<file path="config.mk">
export PLATFORM = sky130hd
export DESIGN_NAME = vfd_seg_driver
export DESIGN_NICKNAME = d
export VERILOG_FILES = /design/src/rtl/vfd_seg_pkg.sv /design/src/rtl/vfd_sync.sv /design/src/rtl/vfd_pwm.sv /design/src/rtl/vfd_digit_map.sv /design/src/rtl/vfd_seg_driver.sv
export SDC_FILE = /design/constraint.sdc
export NUM_CORES = 1
export LEC_CHECK = 0
export BUFFER_PORTS_ARGS = -buffer_cell sky130_fd_sc_hd__buf_4
export CORE_MARGIN = 2
export CORE_UTILIZATION = 49
export CTS_CLUSTER_DIAMETER = 40
export DETAILED_ROUTE_END_ITERATION = 8
export HOLD_SLACK_MARGIN = 0.03
export PLACE_DENSITY = 0.77
export SYNTH_ARGS = -nofsm -noshare
export SYNTH_HDL_FRONTEND = slang
export SYNTH_SLANG_ARGS = --single-unit
</file>
<file path="constraint.sdc">
create_clock -name clk -period 3.55 [get_ports clk]
set_input_delay 0.71 -clock clk [delete_from_list [all_inputs] [get_ports clk]]
set_output_delay 0.71 -clock clk [all_outputs]
set_load 0.05 [all_outputs]
</file>
<file path="src/rtl/vfd_seg_pkg.sv">
`timescale 1ns/1ps
// Shared constants and the seven-segment table for the segment driver.
// Assumes segment a is bit 0 and segment g is bit 6 of a pattern.
package vfd_seg_pkg;

    localparam int NUM_SEG = 22;

    // Bit positions of each display group inside seg_en
    localparam int LEAD_BIT  = 0;
    localparam int HR1_LSB   = 1;
    localparam int MT_LSB    = 8;
    localparam int MO_LSB    = 14;
    localparam int COLON_BIT = 21;

    // Return the standard a..g pattern, or all off for a value that is not a decimal digit
    function automatic logic [6:0] digit_pattern(input logic [3:0] v);
        case (v)
            4'd0: digit_pattern = 7'h3F;
            4'd1: digit_pattern = 7'h06;
            4'd2: digit_pattern = 7'h5B;
            4'd3: digit_pattern = 7'h4F;
            4'd4: digit_pattern = 7'h66;
            4'd5: digit_pattern = 7'h6D;
            4'd6: digit_pattern = 7'h7D;
            4'd7: digit_pattern = 7'h07;
            4'd8: digit_pattern = 7'h7F;
            4'd9: digit_pattern = 7'h6F;
            default: digit_pattern = 7'h00;
        endcase
    endfunction

endpackage

</file>
<file path="src/rtl/vfd_sync.sv">
`timescale 1ns/1ps
// Multi-stage synchroniser for a bundle of asynchronous level inputs.
// Assumes the inputs are slow levels, so each bit may be synchronised on its own.
module vfd_sync #(
    parameter int            W       = 3,
    parameter int            STAGES  = 2,
    parameter logic [W-1:0]  RST_VAL = '0
) (
    input  logic         clk,
    input  logic         rst_n,
    input  logic [W-1:0] d_async,
    output logic [W-1:0] q_sync
);

    logic [STAGES-1:0][W-1:0] pipe;

    // Shift the raw levels through the stage chain
    always_ff @(posedge clk) begin
        if (!rst_n) pipe <= {STAGES{RST_VAL}};
        else        pipe <= {pipe[STAGES-2:0], d_async};
    end

    assign q_sync = pipe[STAGES-1];

endmodule

</file>
<file path="src/rtl/vfd_pwm.sv">
`timescale 1ns/1ps
// Brightness frame generator. It counts SLOTS slots, one per time-base tick, and
// raises lit_slot in the first W slots, where W comes from the dimmer selects.
// The selects must already be synchronous. W is reloaded only on the tick that
// wraps the frame. SLOTS must be a multiple of 16.
module vfd_pwm #(
    parameter int SLOTS = 16
) (
    input  logic clk,
    input  logic rst_n,
    input  logic tick,
    input  logic sel_a,
    input  logic sel_b,
    output logic lit_slot
);

    localparam int SLOT_W = $clog2(SLOTS);
    localparam int WID_W  = SLOT_W + 1;
    localparam logic [SLOT_W-1:0] LAST_SLOT = SLOT_W'(SLOTS - 1);

    logic [SLOT_W-1:0] slot;
    logic [WID_W-1:0]  lit_width;
    logic [WID_W-1:0]  req_width;
    logic              frame_wrap;

    // Map the select code to a lit-slot count
    always_comb begin
        case ({sel_a, sel_b})
            2'b11:   req_width = WID_W'(SLOTS / 16);
            2'b01:   req_width = WID_W'(SLOTS / 8);
            2'b10:   req_width = WID_W'(SLOTS / 4);
            default: req_width = WID_W'(SLOTS);
        endcase
    end

    assign frame_wrap = tick && (slot == LAST_SLOT);

    // Advance the slot on every tick and wrap at the end of the frame
    always_ff @(posedge clk) begin
        if (!rst_n)    slot <= '0;
        else if (tick) slot <= (slot == LAST_SLOT) ? '0 : slot + 1'b1;
    end

    // Take up a new duty only when the frame wraps
    always_ff @(posedge clk) begin
        if (!rst_n)          lit_width <= WID_W'(SLOTS);
        else if (frame_wrap) lit_width <= req_width;
    end

    assign lit_slot = ({1'b0, slot} < lit_width);

    AST_SLOT_HOLD: assert property (@(posedge clk) disable iff (!rst_n)
        !tick |=> $stable(slot));
    AST_DUTY_AT_WRAP: assert property (@(posedge clk) disable iff (!rst_n)
        !frame_wrap |=> $stable(lit_width));
    AST_WIDTH_POW2: assert property (@(posedge clk) disable iff (!rst_n)
        $countones(lit_width) == 1);
    AST_WRAP_ZERO: assert property (@(posedge clk) disable iff (!rst_n)
        frame_wrap |=> (slot == '0));

endmodule

</file>
<file path="src/rtl/vfd_digit_map.sv">
`timescale 1ns/1ps
// Maps the BCD time digits and the colon flag onto the 22-line segment layout.
// Purely combinational. Assumes min_tens holds 0..5; the values 6 and 7 are blanked.
module vfd_digit_map
    import vfd_seg_pkg::*;
(
    input  logic               clk,
    input  logic               rst_n,
    input  logic               hr_tens,
    input  logic [3:0]         hr_ones,
    input  logic [2:0]         min_tens,
    input  logic [3:0]         min_ones,
    input  logic               colon_on,
    output logic [NUM_SEG-1:0] pattern
);

    logic [6:0] hr1_pat;
    logic [6:0] mt_pat;
    logic [6:0] mo_pat;

    // Decode each digit position
    always_comb begin
        hr1_pat = digit_pattern(hr_ones);
        mo_pat  = digit_pattern(min_ones);
        mt_pat  = (min_tens <= 3'd5) ? digit_pattern({1'b0, min_tens}) : 7'h00;
    end

    // Place the groups into the output vector; the minute-tens digit drops its separate d line
    always_comb begin
        pattern                       = '0;
        pattern[LEAD_BIT]             = hr_tens;
        pattern[HR1_LSB +: 7]         = hr1_pat;
        pattern[MT_LSB]               = mt_pat[0];
        pattern[MT_LSB+1 +: 2]        = mt_pat[2:1];
        pattern[MT_LSB+3 +: 3]        = mt_pat[6:4];
        pattern[MO_LSB +: 7]          = mo_pat;
        pattern[COLON_BIT]            = colon_on;
    end

    AST_AD_TIED: assert property (@(posedge clk) disable iff (!rst_n)
        mt_pat[0] == mt_pat[3]);

endmodule

</file>
<file path="src/rtl/vfd_seg_driver.sv">
`timescale 1ns/1ps
// Top of the dimmable fluorescent display segment driver. It synchronises the
// dimmer selects and the display enable, gates the decoded digit pattern with
// the brightness frame, and registers the 22 active-high segment enables.
// Assumes tick_1024 is a one-cycle strobe in the clk domain.
module vfd_seg_driver
    import vfd_seg_pkg::*;
#(
    parameter int SLOTS       = 16,
    parameter int SYNC_STAGES = 2
) (
    input  logic               clk,
    input  logic               rst_n,
    input  logic               tick_1024,
    input  logic               hr_tens,
    input  logic [3:0]         hr_ones,
    input  logic [2:0]         min_tens,
    input  logic [3:0]         min_ones,
    input  logic               colon_on,
    input  logic               dim_sel_a,
    input  logic               dim_sel_b,
    input  logic               disp_en,
    output logic [NUM_SEG-1:0] seg_en
);

    logic [2:0]         ctl_sync;
    logic               en_s;
    logic               sel_a_s;
    logic               sel_b_s;
    logic               lit_slot;
    logic [NUM_SEG-1:0] pattern;

    vfd_sync #(.W(3), .STAGES(SYNC_STAGES), .RST_VAL(3'b000)) u_sync (
        .clk     (clk),
        .rst_n   (rst_n),
        .d_async ({disp_en, dim_sel_a, dim_sel_b}),
        .q_sync  (ctl_sync)
    );

    assign {en_s, sel_a_s, sel_b_s} = ctl_sync;

    vfd_pwm #(.SLOTS(SLOTS)) u_pwm (
        .clk      (clk),
        .rst_n    (rst_n),
        .tick     (tick_1024),
        .sel_a    (sel_a_s),
        .sel_b    (sel_b_s),
        .lit_slot (lit_slot)
    );

    vfd_digit_map u_map (
        .clk      (clk),
        .rst_n    (rst_n),
        .hr_tens  (hr_tens),
        .hr_ones  (hr_ones),
        .min_tens (min_tens),
        .min_ones (min_ones),
        .colon_on (colon_on),
        .pattern  (pattern)
    );

    // Register the gated pattern as the segment outputs
    always_ff @(posedge clk) begin
        if (!rst_n)                 seg_en <= '0;
        else if (en_s && lit_slot)  seg_en <= pattern;
        else                        seg_en <= '0;
    end

    AST_BLANK_DARK: assert property (@(posedge clk) disable iff (!rst_n)
        !en_s |=> (seg_en == '0));
    AST_LEAD_OFF: assert property (@(posedge clk) disable iff (!rst_n)
        !hr_tens |=> !seg_en[LEAD_BIT]);
    AST_COLON_OFF: assert property (@(posedge clk) disable iff (!rst_n)
        !colon_on |=> !seg_en[COLON_BIT]);
    AST_MT_RANGE: assert property (@(posedge clk) disable iff (!rst_n)
        (min_tens > 3'd5) |=> (seg_en[MT_LSB +: 6] == '0));

endmodule

</file>
## Word-level counts from Yosys, hierarchy flattened

Memory sizes are Yosys's and may differ from the RTL's. A register that Yosys moved wholly into a read port is not among the register bits.
Cells that the tools add are included.

- Bits of input ports: 19
- Memories kept: 3
- ROM bits: 280
- Logic and storage cells: 24
- Register bits after elaboration: 31
- Output and inout port bits: 22

- $lt $le $gt $ge: 2
- $add $sub $neg: 1
- Muxes and demuxes: 2
- Reductions and logical operators: 7
- Equality and inequality tests: 4

Memories:

| name | words | width | rd ports | clocked after memory_dff | write ports | line | text |
|---|---|---|---|---|---|---|---|
| (name not given) | 16 | 7 | 1 | 1 | 0 | vfd_seg_pkg.sv:17 | `case (v)` |
| (name not given) | 16 | 7 | 1 | 1 | 0 | vfd_seg_pkg.sv:17 |  |
| (name not given) | 8 | 7 | 1 | 1 | 0 | vfd_seg_pkg.sv:17 |  |

Operator list:

| kind | number |
|---|---|
| case mux 5 bit (3 select lines) | 1 |
| less-than comparator 4 x 5 -> 1 bit | 1 |
| adder 4 x 1 -> 4 bit, second input constant | 1 |
| equality test 2 bit, second input constant | 2 |
| equality test 4 bit, second input constant | 1 |
| 2-to-1 mux 4 bit | 1 |
| less-or-equal comparator 3 bit, second input constant | 1 |
| zero test 1 bit | 3 |
| AND reduction 3 bit | 1 |
| equality test 2 x 1 -> 1 bit, second input constant | 1 |
| logical AND 1 bit | 2 |
| AND reduction 2 bit | 1 |

## Depth between registers and ports, before layout

Gate-level depths: netlist of the first run.

- Word-level depth: 4
- Gate-level depth with buffers: 6
- Depth with buffers taken out: 5

## By module

A second synthesis of the first run with hierarchy kept.

- Cells, all modules: 180
- Area, all modules: 1789.2 um2

Modules (own cells, without submodules):

| module | area each (um2) | sequential area each (um2) | cells an instance | instances |
|---|---|---|---|---|
| vfd_seg_driver | 678.2 | 440.4 | 50 | 1 |
| vfd_digit_map | 521.8 | 0.0 | 72 | 1 |
| vfd_pwm | 409.1 | 160.2 | 43 | 1 |
| vfd_sync | 180.2 | 120.1 | 15 | 1 |

## Least setup slack after synthesis of the first run

Ideal clock, no wire load.

- Path type: input port to flip-flop
- Start: input min_ones[1]
- End: register seg_en[14]
- Stages on the path: 5
- Setup time: 0.071 ns
- Path buffers: 0
- Path slack: 2.008 ns
- Arrival time: 1.471 ns
- Required time: 3.479 ns
- Cells stage by stage: inv_1 -> ha_1 -> or2_2 -> a21o_1 -> a21oi_1

RTL lines:

| what | line | text |
|---|---|---|
| start, declared | vfd_seg_driver.sv:18 | `input logic [3:0] min_ones,` |
| end, declared | vfd_seg_driver.sv:23 | `output logic [NUM_SEG-1:0] seg_en` |

## Worst setup path after layout of the first run

- Start: register u_pwm.lit_width[2]
- End: register seg_en[2]

- Cells in the longest elaborated chain, start to end: 4

Ends and longest elaborated chain:

| what | line | text |
|---|---|---|
| start, declared | vfd_pwm.sv:22 | `logic [WID_W-1:0] lit_width;` |
| start signal, assigned | vfd_pwm.sv:46 | `if (!rst_n) lit_width <= WID_W'(SLOTS);` |
| start signal, assigned | vfd_pwm.sv:47 | `else if (frame_wrap) lit_width <= req_width;` |
| less-than comparator 4 x 5 -> 1 bit | vfd_pwm.sv:50 | `assign lit_slot = ({1'b0, slot} < lit_width);` |
| logical AND 1 bit | vfd_seg_driver.sv:65 | `else if (en_s && lit_slot) seg_en <= pattern;` |
| AND reduction 2 bit (no line) | n/a |  |
| zero test 1 bit (no line) | n/a |  |

Every way passes these cells.
A chain may end at the register's enable or synchronous reset.

==> flow_summary.json, run 1 <==
{
  "outcome": "finished clean",
  "gp_congestion": 0.757,
  "yosysUniqueCellTypes": 32,
  "die_area_sq_um": 3930,
  "grt_max_degree": 20,
  "synth_compound_area_share_pct": 15.2,
  "final.min_clock_period_ps": 1690,
  "synthTopCellsByArea": "dfxtp_1 43%, ha_1 16%, nand2b_1 5.9%",
  "setup_ws_ps": 1860,
  "netlist_top_cells_count": "36 x dfxtp_1, 21 x ha_1, 16 x nand2b_1",
  "nets": 253,
  "io_pins": 41,
  "cts.sinks": 36,
  "powerDensity_nw_per_um2": 354,
  "yosysTopAreaCell": "dfxtp_1",
  "die_w_um": 62.7,
  "final-seq-area_sq_um": 721,
  "worstPathRequired_ps": 3810,
  "port_buffers": 40,
  "cts_tree": "built",
  "reg2reg_to": "seg_en[2]$_SDFF_PN0_",
  "postCtsSetupBuffers": 0,
  "crit_path_start": "u_pwm.lit_width[2]$_SDFFE_PN0P_",
  "max-vdd-ir-drop_uv": 239,
  "slew_viol_final": 0,
  "final_antenna_net_count": 0,
  "coreArea_sq_um": 3310,
  "clkLatencyLatePin_ps": 340,
  "viasPerCell": 4.86,
  "hold_buffers": 0,
  "worst_pin_slew_ps": 567,
  "synthCells": 168,
  "dp.cells": 252,
  "p_sw_mw": 0.204,
  "synth_xor_area_share_pct": 1.56,
  "wl_um": 2980,
  "r2r_cells": 5,
  "drive_above_1_share_pct": 25.7,
  "setup_tns_ps": 0,
  "root_buffer": "clkbuf_4",
  "dr_total_vias": 1263,
  "place_area_sq_um": 2030,
  "grt_overflow": 0,
  "ys_seq_elements": 36,
  "pre_cts_ws_ps": 1760,
  "relSlewSlack_pct": 62.2,
  "ys_seq_area_share_pct": 42.7,
  "fin_cells": 260,
  "area_delta_synth_final_pct": 23.9,
  "design_area_sq_um": 2090,
  "synthArstFlopShare_pct": 0,
  "rrSetupSlack_ps": 1860,
  "synthMuxAreaShare_pct": 1.26,
  "swShare_pct": 27.5,
  "cp_max_fo": 19,
  "synth-edff-count": 0,
  "clkPwrFrac_pct": 29.8,
  "drt_first_pass_iters": 4,
  "clk_pin_slew_ps": 120,
  "clock_skew_ps": 13.0,
  "diodes": 0,
  "std_cell_rows": 21,
  "yosysMostFrequentCell": "dfxtp_1",
  "synth-main-ff-cell": "dfxtp_1",
  "crit_path_end_kind": "register",
  "synth_top_family_by_area": "simple AND/OR/NAND/NOR gates",
  "yosysWarnings": 0,
  "multi_input_area_sq_um": 912,
  "drc": 0,
  "path_class": "register to register",
  "p_leak_nw": 0.951,
  "dp_hpwl_um": 2310,
  "wl_per_cell_um": 11.5,
  "hold_viol": 0,
  "comb_power_share_pct": 13.8,
  "antenna_found_initial": 0,
  "grt_pass1_wl_um": 5240,
  "netlist.area_leader.share_pct": 42.7,
  "startpoint_type": "register",
  "grt_util_all_layers_pct": 16.9,
  "cts_resized": 0,
  "r2r-start": "u_pwm.lit_width[2]$_SDFFE_PN0P_",
  "synth.avg_cell_area_sq_um": 10.1,
  "power_frac_seq_pct": 56.4,
  "numCtsBuffers": 5,
  "die_y_um": 62.7,
  "intPower_mw": 0.538,
  "htreeDepth": 2,
  "arrival_ps": 1950,
  "initial_core_util_pct": 51.0,
  "clk_path_buf_depth": 2,
  "fmax_mhz": 592,
  "first_iter_violations": 28,
  "synthAdderAreaFrac_pct": 15.6,
  "synthSimpleGateAreaFrac_pct": 20.4,
  "rsz0062_at_grt": "false",
  "synthesis.area_sq_um": 1690,
  "period_share_pct": 47.6,
  "crit_end": "seg_en[2]$_SDFF_PN0_",
  "first_global_vias": 1237,
  "fillers": 302,
  "syn_nets": 208,
  "final-setup-viol-count": 0,
  "max-cap-violations": 0,
  "hp-class": "register to register"
}
[worst max-delay path: stages, from the launching register on]
cell	delay [ps]
dfxtp_1	350
inv_1	50
ha_1	320
a211oi_2	300
o221ai_4	290
a211oi_1	300
[state kept, by name, indices dropped and copies added, names as in the netlist]
name,flops
u_pwm.lit_width,4
u_sync.q_sync,3
u_pwm.slot,4
seg_en,22
u_sync.pipe,3
[layout make-up]
cell class                      instances  share of cell area (%)
Multi-Input combinational cell        119                    43.6
Timing Repair Buffer                   40                    14.3
Inverter                               11                    1.97
Sequential cell                        36                    34.4
Tap cell                               46                    2.75
Clock buffer                            5                    1.79
Clock inverter                          3                    1.14
[worst min path at each step]
| stage | start | cells past startpoint | slack (ps) | endpoint |
|---|---|---|---|---|
| final | u_sync.pipe[0]$_SDFF_PN0_ | 1 | 450 | u_sync.q_sync[0]$_SDFF_PN0_ |
| after CTS | u_sync.pipe[0]$_SDFF_PN0_ | 1 | 450 | u_sync.q_sync[0]$_SDFF_PN0_ |
| after global routing | u_sync.pipe[2]$_SDFF_PN0_ | 1 | 460 | u_sync.q_sync[2]$_SDFF_PN0_ |
| after floorplan | u_sync.pipe[0]$_SDFF_PN0_ | 1 | 410 | u_sync.q_sync[0]$_SDFF_PN0_ |
| after global placement | u_sync.pipe[0]$_SDFF_PN0_ | 1 | 410 | u_sync.q_sync[0]$_SDFF_PN0_ |
| after detailed placement | u_sync.pipe[0]$_SDFF_PN0_ | 1 | 420 | u_sync.q_sync[0]$_SDFF_PN0_ |
[power groups by stage]
| stage | clock network [mW] | logic (mW) | registers [mW] |
|---|---|---|---|
| 3_3_place_gp | 0 | 0.0993 | 0.428 |
| 5_1_grt | 0.250 | 0.114 | 0.420 |
| 4_1_cts | 0.229 | 0.104 | 0.419 |
| 2_1_floorplan | 0 | 0.0485 | 0.441 |
| 6_report | 0.221 | 0.102 | 0.419 |
| 3_5_place_dp | 0 | 0.103 | 0.428 |
[placed cells by master (no fill, tap or decap), drive strengths merged, types with 2 or more instances in the layout]
master	n
inv	11
and2	8
a21oi	10
buf	40
a211oi	5
a21boi	3
ha	21
nand2b	16
nor2b	8
clkbuf	5
or3b	2
nand2	11
clkinvlp	2
o22a	2
or2	3
dfxtp	36
o21a	3
nand4	2
a21o	6
xnor2	2
nor2	8
[metrics by stage]
| step | util (%) | total power, mW | hold slack, ps |
|---|---|---|---|
| 2_1_floorplan | - | 0.490 | 412 |
| 3_3_place_gp | 61.4 | 0.527 | 415 |
| 3_5_place_dp | 61.4 | 0.531 | 419 |
| 4_1_cts | 63.2 | 0.751 | 450 |
| 5_1_grt | 63.2 | 0.784 | 465 |
| 6_report | 63.2 | 0.742 | 449 |
[routing by layer]
layer  global-route usage, %  vias up  share of wire [%]
met4                    8.33        0               0.91
li1                        -      652                  -
met5                       0        -                  0
met3                    5.95        2                5.3
met2                    30.0       30                 51
met1                    17.7      579                 43
[cell families after synthesis]
logic type      count (synthesis)
simple gates                   60
flops                          36
xor+xnor                        3
mux                             2
fa+ha+maj                      21
compound gates                 33
buf+inv                        13
(Power assumes the default switching activity.)
==> run 2, diff against run 1 <==
--- a/config.mk
+++ b/config.mk
@@ -7,7 +7,7 @@
 export LEC_CHECK = 0
 export BUFFER_PORTS_ARGS = -buffer_cell sky130_fd_sc_hd__buf_4
 export CORE_MARGIN = 2
-export CORE_UTILIZATION = 49
+export CORE_UTILIZATION = 47
 export CTS_CLUSTER_DIAMETER = 40
 export DETAILED_ROUTE_END_ITERATION = 8
 export HOLD_SLACK_MARGIN = 0.03
==> constraint.sdc (replaced) <==
create_clock -name clk -period 1.5 [get_ports clk]
set_input_delay 0.3 -clock clk [delete_from_list [all_inputs] [get_ports clk]]
set_output_delay 0.3 -clock clk [all_outputs]
set_load 0.05 [all_outputs]
==> run 2 against run 1 <==
- setup slack got worse by 1800 ps
- first-iteration DRC count increased by 71%
- cell area increased by 8.1%
- clock-buffer cell count unchanged
- global-route usage increased by 0.11 points
- power increased by 140%
- maximum frequency increased by 16%
- final cell count increased by 2.7%
- sequential share of layout area decreased by 2.3 points
- die area increased by 4.0%
- register-to-register slack got worse by 1800 ps
- flip-flop and latch count unchanged
==> flow_summary.json, run 2 (synthesis gave the netlist of run 1 again) <==
{
  "die_area_sq_um": 4090,
  "first_global_vias": 1291,
  "hold_viol": 0,
  "coreArea_sq_um": 3390,
  "drt_first_pass_iters": 4,
  "grt_util_all_layers_pct": 17.0,
  "initial_core_util_pct": 49.8,
  "rsz0062_at_grt": "true",
  "powerDensity_nw_per_um2": 789,
  "worstPathRequired_ps": 1740,
  "clkLatencyLatePin_ps": 340,
  "antenna_found_initial": 0,
  "place_area_sq_um": 2050,
  "clk_path_buf_depth": 2,
  "arrival_ps": 1690,
  "regMostFlops": "seg_en",
  "drive_above_1_share_pct": 36.7,
  "wl_um": 3170,
  "outcome": "finished clean",
  "relSlewSlack_pct": 77.0,
  "final_antenna_net_count": 0,
  "viasPerCell": 4.83,
  "clk_pin_slew_ps": 120,
  "r2r_cells": 6,
  "setup_tns_ps": 0,
  "design_area_sq_um": 2260,
  "largestRegisters": "seg_en x22, u_pwm.lit_width x4, u_pwm.slot x4",
  "root_buffer": "clkbuf_4",
  "die_w_um": 64.0,
  "startpoint_type": "register",
  "p_leak_nw": 0.989,
  "clock_skew_ps": 10.1,
  "max-vdd-ir-drop_uv": 558,
  "worst_pin_slew_ps": 344,
  "cts_tree": "built",
  "hold_buffers": 0,
  "gp_congestion": 0.813,
  "std_cell_rows": 21,
  "first_iter_violations": 48,
  "final.min_clock_period_ps": 1450,
  "numCtsBuffers": 5,
  "largest_reg_flops": 22,
  "drc": 0,
  "cp_max_fo": 6,
  "diodes": 0,
  "cts.sinks": 36,
  "period_share_pct": 96.9,
  "slew_viol_final": 0,
  "worstHoldPathCells": 2,
  "port_buffers": 40,
  "area_delta_synth_final_pct": 33.9,
  "fillers": 258,
  "wl_per_cell_um": 11.9,
  "hp-class": "input port to register",
  "final-setup-viol-count": 0,
  "crit_path_end_kind": "register",
  "htreeDepth": 2,
  "nets": 260,
  "final_util_pct": 66.7,
  "grt_max_degree": 15,
  "grt_pass1_wl_um": 5420,
  "io_pins": 41,
  "grt_overflow": 0,
  "die_y_um": 64.0,
  "max-cap-violations": 0,
  "fmax_mhz": 688,
  "finalPower_mw": 1.79,
  "dp_hpwl_um": 2320,
  "mostFrequentLayoutCells": "44 x buf_4, 32 x dfxtp_1, 18 x ha_1, 16 x nand2b_1, 11 x nand2_1",
  "layout_commonest_cell": "buf_4",
  "path_class": "register to register",
  "dr_total_vias": 1290
}
## run 2: critical path, cell delays in order, from the launching register on
cell	delay, ps
dfxtp_2	350
inv_2	40
ha_4	290
nand4bb_4	140
o221ai_4	300
buf_6	180
a21oi_1	40
## run 2: cell type report
cell class / instances / area, sq um / share of cell area (%)
Tap cell: 46 / 57.6 / 2.54
Timing Repair Buffer: 47 / 364 / 16.1
Sequential cell: 36 / 726 / 32.1
Clock inverter: 3 / 23.8 / 1.05
Inverter: 11 / 41.3 / 1.83
Clock buffer: 5 / 37.5 / 1.66
Multi-Input combinational cell: 119 / 1010 / 44.7
## run 2: worst paths after layout
kind,end,slack (ps),from
setup / recovery,seg_en[6]$_SDFF_PN0_,50,u_pwm.lit_width[2]$_SDFFE_PN0P_
hold / removal,u_sync.pipe[2]$_SDFF_PN0_,150,disp_en
setup reg to reg,seg_en[6]$_SDFF_PN0_,50,u_pwm.lit_width[2]$_SDFFE_PN0P_
hold reg to reg,u_sync.q_sync[2]$_SDFF_PN0_,450,u_sync.pipe[2]$_SDFF_PN0_
## run 2: report_power, final
part	switching, mW	internal [mW]	total (mW)
logic	0.148	0.127	0.275
clock network	0.335	0.184	0.519
registers	0.0120	0.979	0.991
total	0.495	1.29	1.79
## run 2: layer usage
metal  GRT usage [%]  up-vias  wire length, um
met1            18.4      581             1320
met3            5.99        6              203
met5               0        -                0
li1                -      664                -
met4            7.34        0               61
met2            29.8       39             1590
## run 2: timing repair
action,in CTS,in global routing
setup endpoints to repair,21,22
setup buffers,3,1
pin swaps,3,5
gates resized for setup,13,12
## run 2: through the flow
step           hold slack [ps]  worst slack [ps]  instances
2_1_floorplan              392              6.28        168
3_3_place_gp               415             -56.4        255
3_5_place_dp               421              -167        255
4_1_cts                    140              5.09        266
5_1_grt                    130             -12.3        267
6_report                   151              46.4        267
==> run 3, diff against run 2 <==
--- a/config.mk
+++ b/config.mk
@@ -7,7 +7,7 @@
 export LEC_CHECK = 0
 export BUFFER_PORTS_ARGS = -buffer_cell sky130_fd_sc_hd__buf_4
 export CORE_MARGIN = 2
-export CORE_UTILIZATION = 47
+export CORE_UTILIZATION = 49
 export CTS_CLUSTER_DIAMETER = 40
 export DETAILED_ROUTE_END_ITERATION = 8
 export HOLD_SLACK_MARGIN = 0.03
==> constraint.sdc (replaced) <==
create_clock -name clk -period 1.6 [get_ports clk]
set_input_delay 0.32 -clock clk [delete_from_list [all_inputs] [get_ports clk]]
set_output_delay 0.32 -clock clk [all_outputs]
set_load 0.05 [all_outputs]
==> run 3 against run 2 <==
- clock skew fell by 0.76 ps
- hold slack improved by 21 ps
- final cell count fell by 0.37%
- die area fell by 3.8%
- register-to-register slack got worse by 20 ps
- clock power rose by 37%
- sequential power fell by 6.3%
- flip-flop and latch count did not move
- global-route usage rose by 1.2 points
- core utilization rose by 2.1 points
- critical path type unchanged
- largest cell class unchanged
==> flow_summary.json, run 3 (synthesis gave the netlist of run 1 again) <==
{
  "outcome": "finished clean",
  "grt_pass1_wl_um": 5550,
  "io_pins": 41,
  "drt_first_pass_iters": 4,
  "rrSetupSlack_ps": 30,
  "worstPathRequired_ps": 1830,
  "first_iter_violations": 50,
  "final_antenna_net_count": 0,
  "nets": 259,
  "cp_top_family": "flip-flops",
  "largest_reg_flops": 22,
  "cp_max_fo": 5,
  "relSlewSlack_pct": 64.2,
  "largestRegisters": "seg_en x22, u_pwm.lit_width x4, u_pwm.slot x4",
  "clk_pin_slew_ps": 110,
  "clock_skew_ps": 9.32,
  "layout_commonest_cell": "buf_4",
  "path_cells": "inv_1 > ha_1 > nand4bb_2 > o221ai_4 > clkbuf_16 > a21oi_1",
  "mostFrequentLayoutCells": "43 x buf_4, 35 x dfxtp_1, 20 x ha_1, 16 x nand2b_1, 11 x nand2_1",
  "worstHoldPathCells": 2,
  "antenna_found_initial": 0,
  "hold_buffers": 0,
  "r2r_cells": 6,
  "r2r-start": "u_pwm.lit_width[1]$_SDFFE_PN0P_",
  "crit_path_end_kind": "register",
  "cts.sinks": 36,
  "max-cap-violations": 0,
  "powerDensity_nw_per_um2": 834,
  "startpoint_type": "register",
  "p_leak_nw": 1.03,
  "gp_congestion": 0.726,
  "first_global_vias": 1258,
  "hp-start": "disp_en",
  "final-seq-area_sq_um": 722,
  "fillers": 282,
  "drc": 0,
  "final.min_clock_period_ps": 1570,
  "port_buffers": 40,
  "final-setup-viol-count": 0,
  "initial_core_util_pct": 51.0,
  "wl_um": 3530,
  "std_cell_rows": 21,
  "grt_max_degree": 15,
  "clkLatencyLatePin_ps": 340,
  "path_class": "register to register",
  "period_share_pct": 98.3,
  "hold_viol": 0,
  "dp_hpwl_um": 2340,
  "slowest_delay_ps": 340,
  "dr_total_vias": 1336,
  "coreArea_sq_um": 3310,
  "diodes": 0,
  "root_buffer": "clkbuf_4",
  "fmax_mhz": 636,
  "wl_per_cell_um": 13.3,
  "grt_overflow": 0,
  "max-vdd-ir-drop_uv": 445,
  "hp-class": "input port to register",
  "numCtsBuffers": 5,
  "clk_path_buf_depth": 2,
  "dp.cells": 254,
  "reg2reg_to": "seg_en[20]$_SDFF_PN0_",
  "htreeDepth": 2,
  "finalPower_mw": 1.90,
  "path_buf_inv": 2,
  "viasPerCell": 5.02,
  "die_area_sq_um": 3930,
  "grt_util_all_layers_pct": 18.2,
  "area_delta_synth_final_pct": 34.9,
  "worst_pin_slew_ps": 536,
  "critPathSlowestCell": "dfxtp_1",
  "drive_above_1_share_pct": 32.7,
  "slew_viol_final": 0,
  "regMostFlops": "seg_en",
  "fin_cells": 266,
  "multi_input_area_sq_um": 995,
  "arrival_ps": 1810,
  "min_to": "u_sync.pipe[2]$_SDFF_PN0_",
  "cts_tree": "built",
  "die_y_um": 62.7,
  "die_w_um": 62.7,
  "rsz0062_at_grt": "true"
}
-- run 3: final cells by class --
| class | instances | area share (%) |
|---|---|---|
| Multi-Input combinational cell | 120 | 43.7 |
| Sequential cell | 36 | 31.7 |
| Timing Repair Buffer | 45 | 16.1 |
| Clock buffer | 7 | 2.86 |
| Tap cell | 46 | 2.53 |
| Inverter | 11 | 1.81 |
| Clock inverter | 1 | 1.32 |
-- run 3: worst max-delay path by stage --
stage                                         start                     to  slack [ps]  cells past startpoint
floorplan           u_pwm.lit_width[2]$_SDFFE_PN0P_   seg_en[8]$_SDFF_PN0_         110                      5
detailed placement  u_pwm.lit_width[2]$_SDFFE_PN0P_   seg_en[2]$_SDFF_PN0_         -50                      5
global route        u_pwm.lit_width[1]$_SDFFE_PN0P_   seg_en[4]$_SDFF_PN0_         -40                      6
global placement    u_pwm.lit_width[2]$_SDFFE_PN0P_   seg_en[2]$_SDFF_PN0_          30                      5
finish              u_pwm.lit_width[1]$_SDFFE_PN0P_  seg_en[20]$_SDFF_PN0_          30                      6
CTS                 u_pwm.lit_width[2]$_SDFFE_PN0P_   seg_en[8]$_SDFF_PN0_           5                      5
-- run 3: where the power goes --
group | internal, mW | total [mW] | switching [mW]
clock network | 0.415 | 0.712 | 0.297
logic | 0.118 | 0.259 | 0.141
registers | 0.917 | 0.929 | 0.0118
-- run 3: worst register-to-register path: stages (launching register included) --
cell	delay [ps]
dfxtp_1	340
inv_1	50
ha_1	290
nand4bb_2	230
o221ai_4	310
clkbuf_16	200
a21oi_1	40
-- run 3: what timing repair did --
action	CTS	global route
resized for setup	7	6
cloned	1	1
endpoints found under the hold margin	0	0
buffers inserted	2	0
pin swaps	2	9
setup endpoints to repair	20	19
-- run 3: per-stage QoR --
stage,cell area (sq um),setup TNS [ps],hold WS (ps),setup WS [ps],utilization (%)
finish,2280,0,173,26.8,68.8
global route,2280,-355,162,-41.8,68.8
CTS,2230,0,164,4.63,67.5
detailed placement,2050,-396,428,-48.8,61.8
global placement,2050,0,416,30.9,61.8
floorplan,1690,0,412,106,-
-- run 3: routing by layer --
layer / track usage [%] / wire (um)
met5: 0 / 0
met4: 10.0 / 74
met3: 4.68 / 172
met2: 33.1 / 1910
met1: 19.1 / 1370
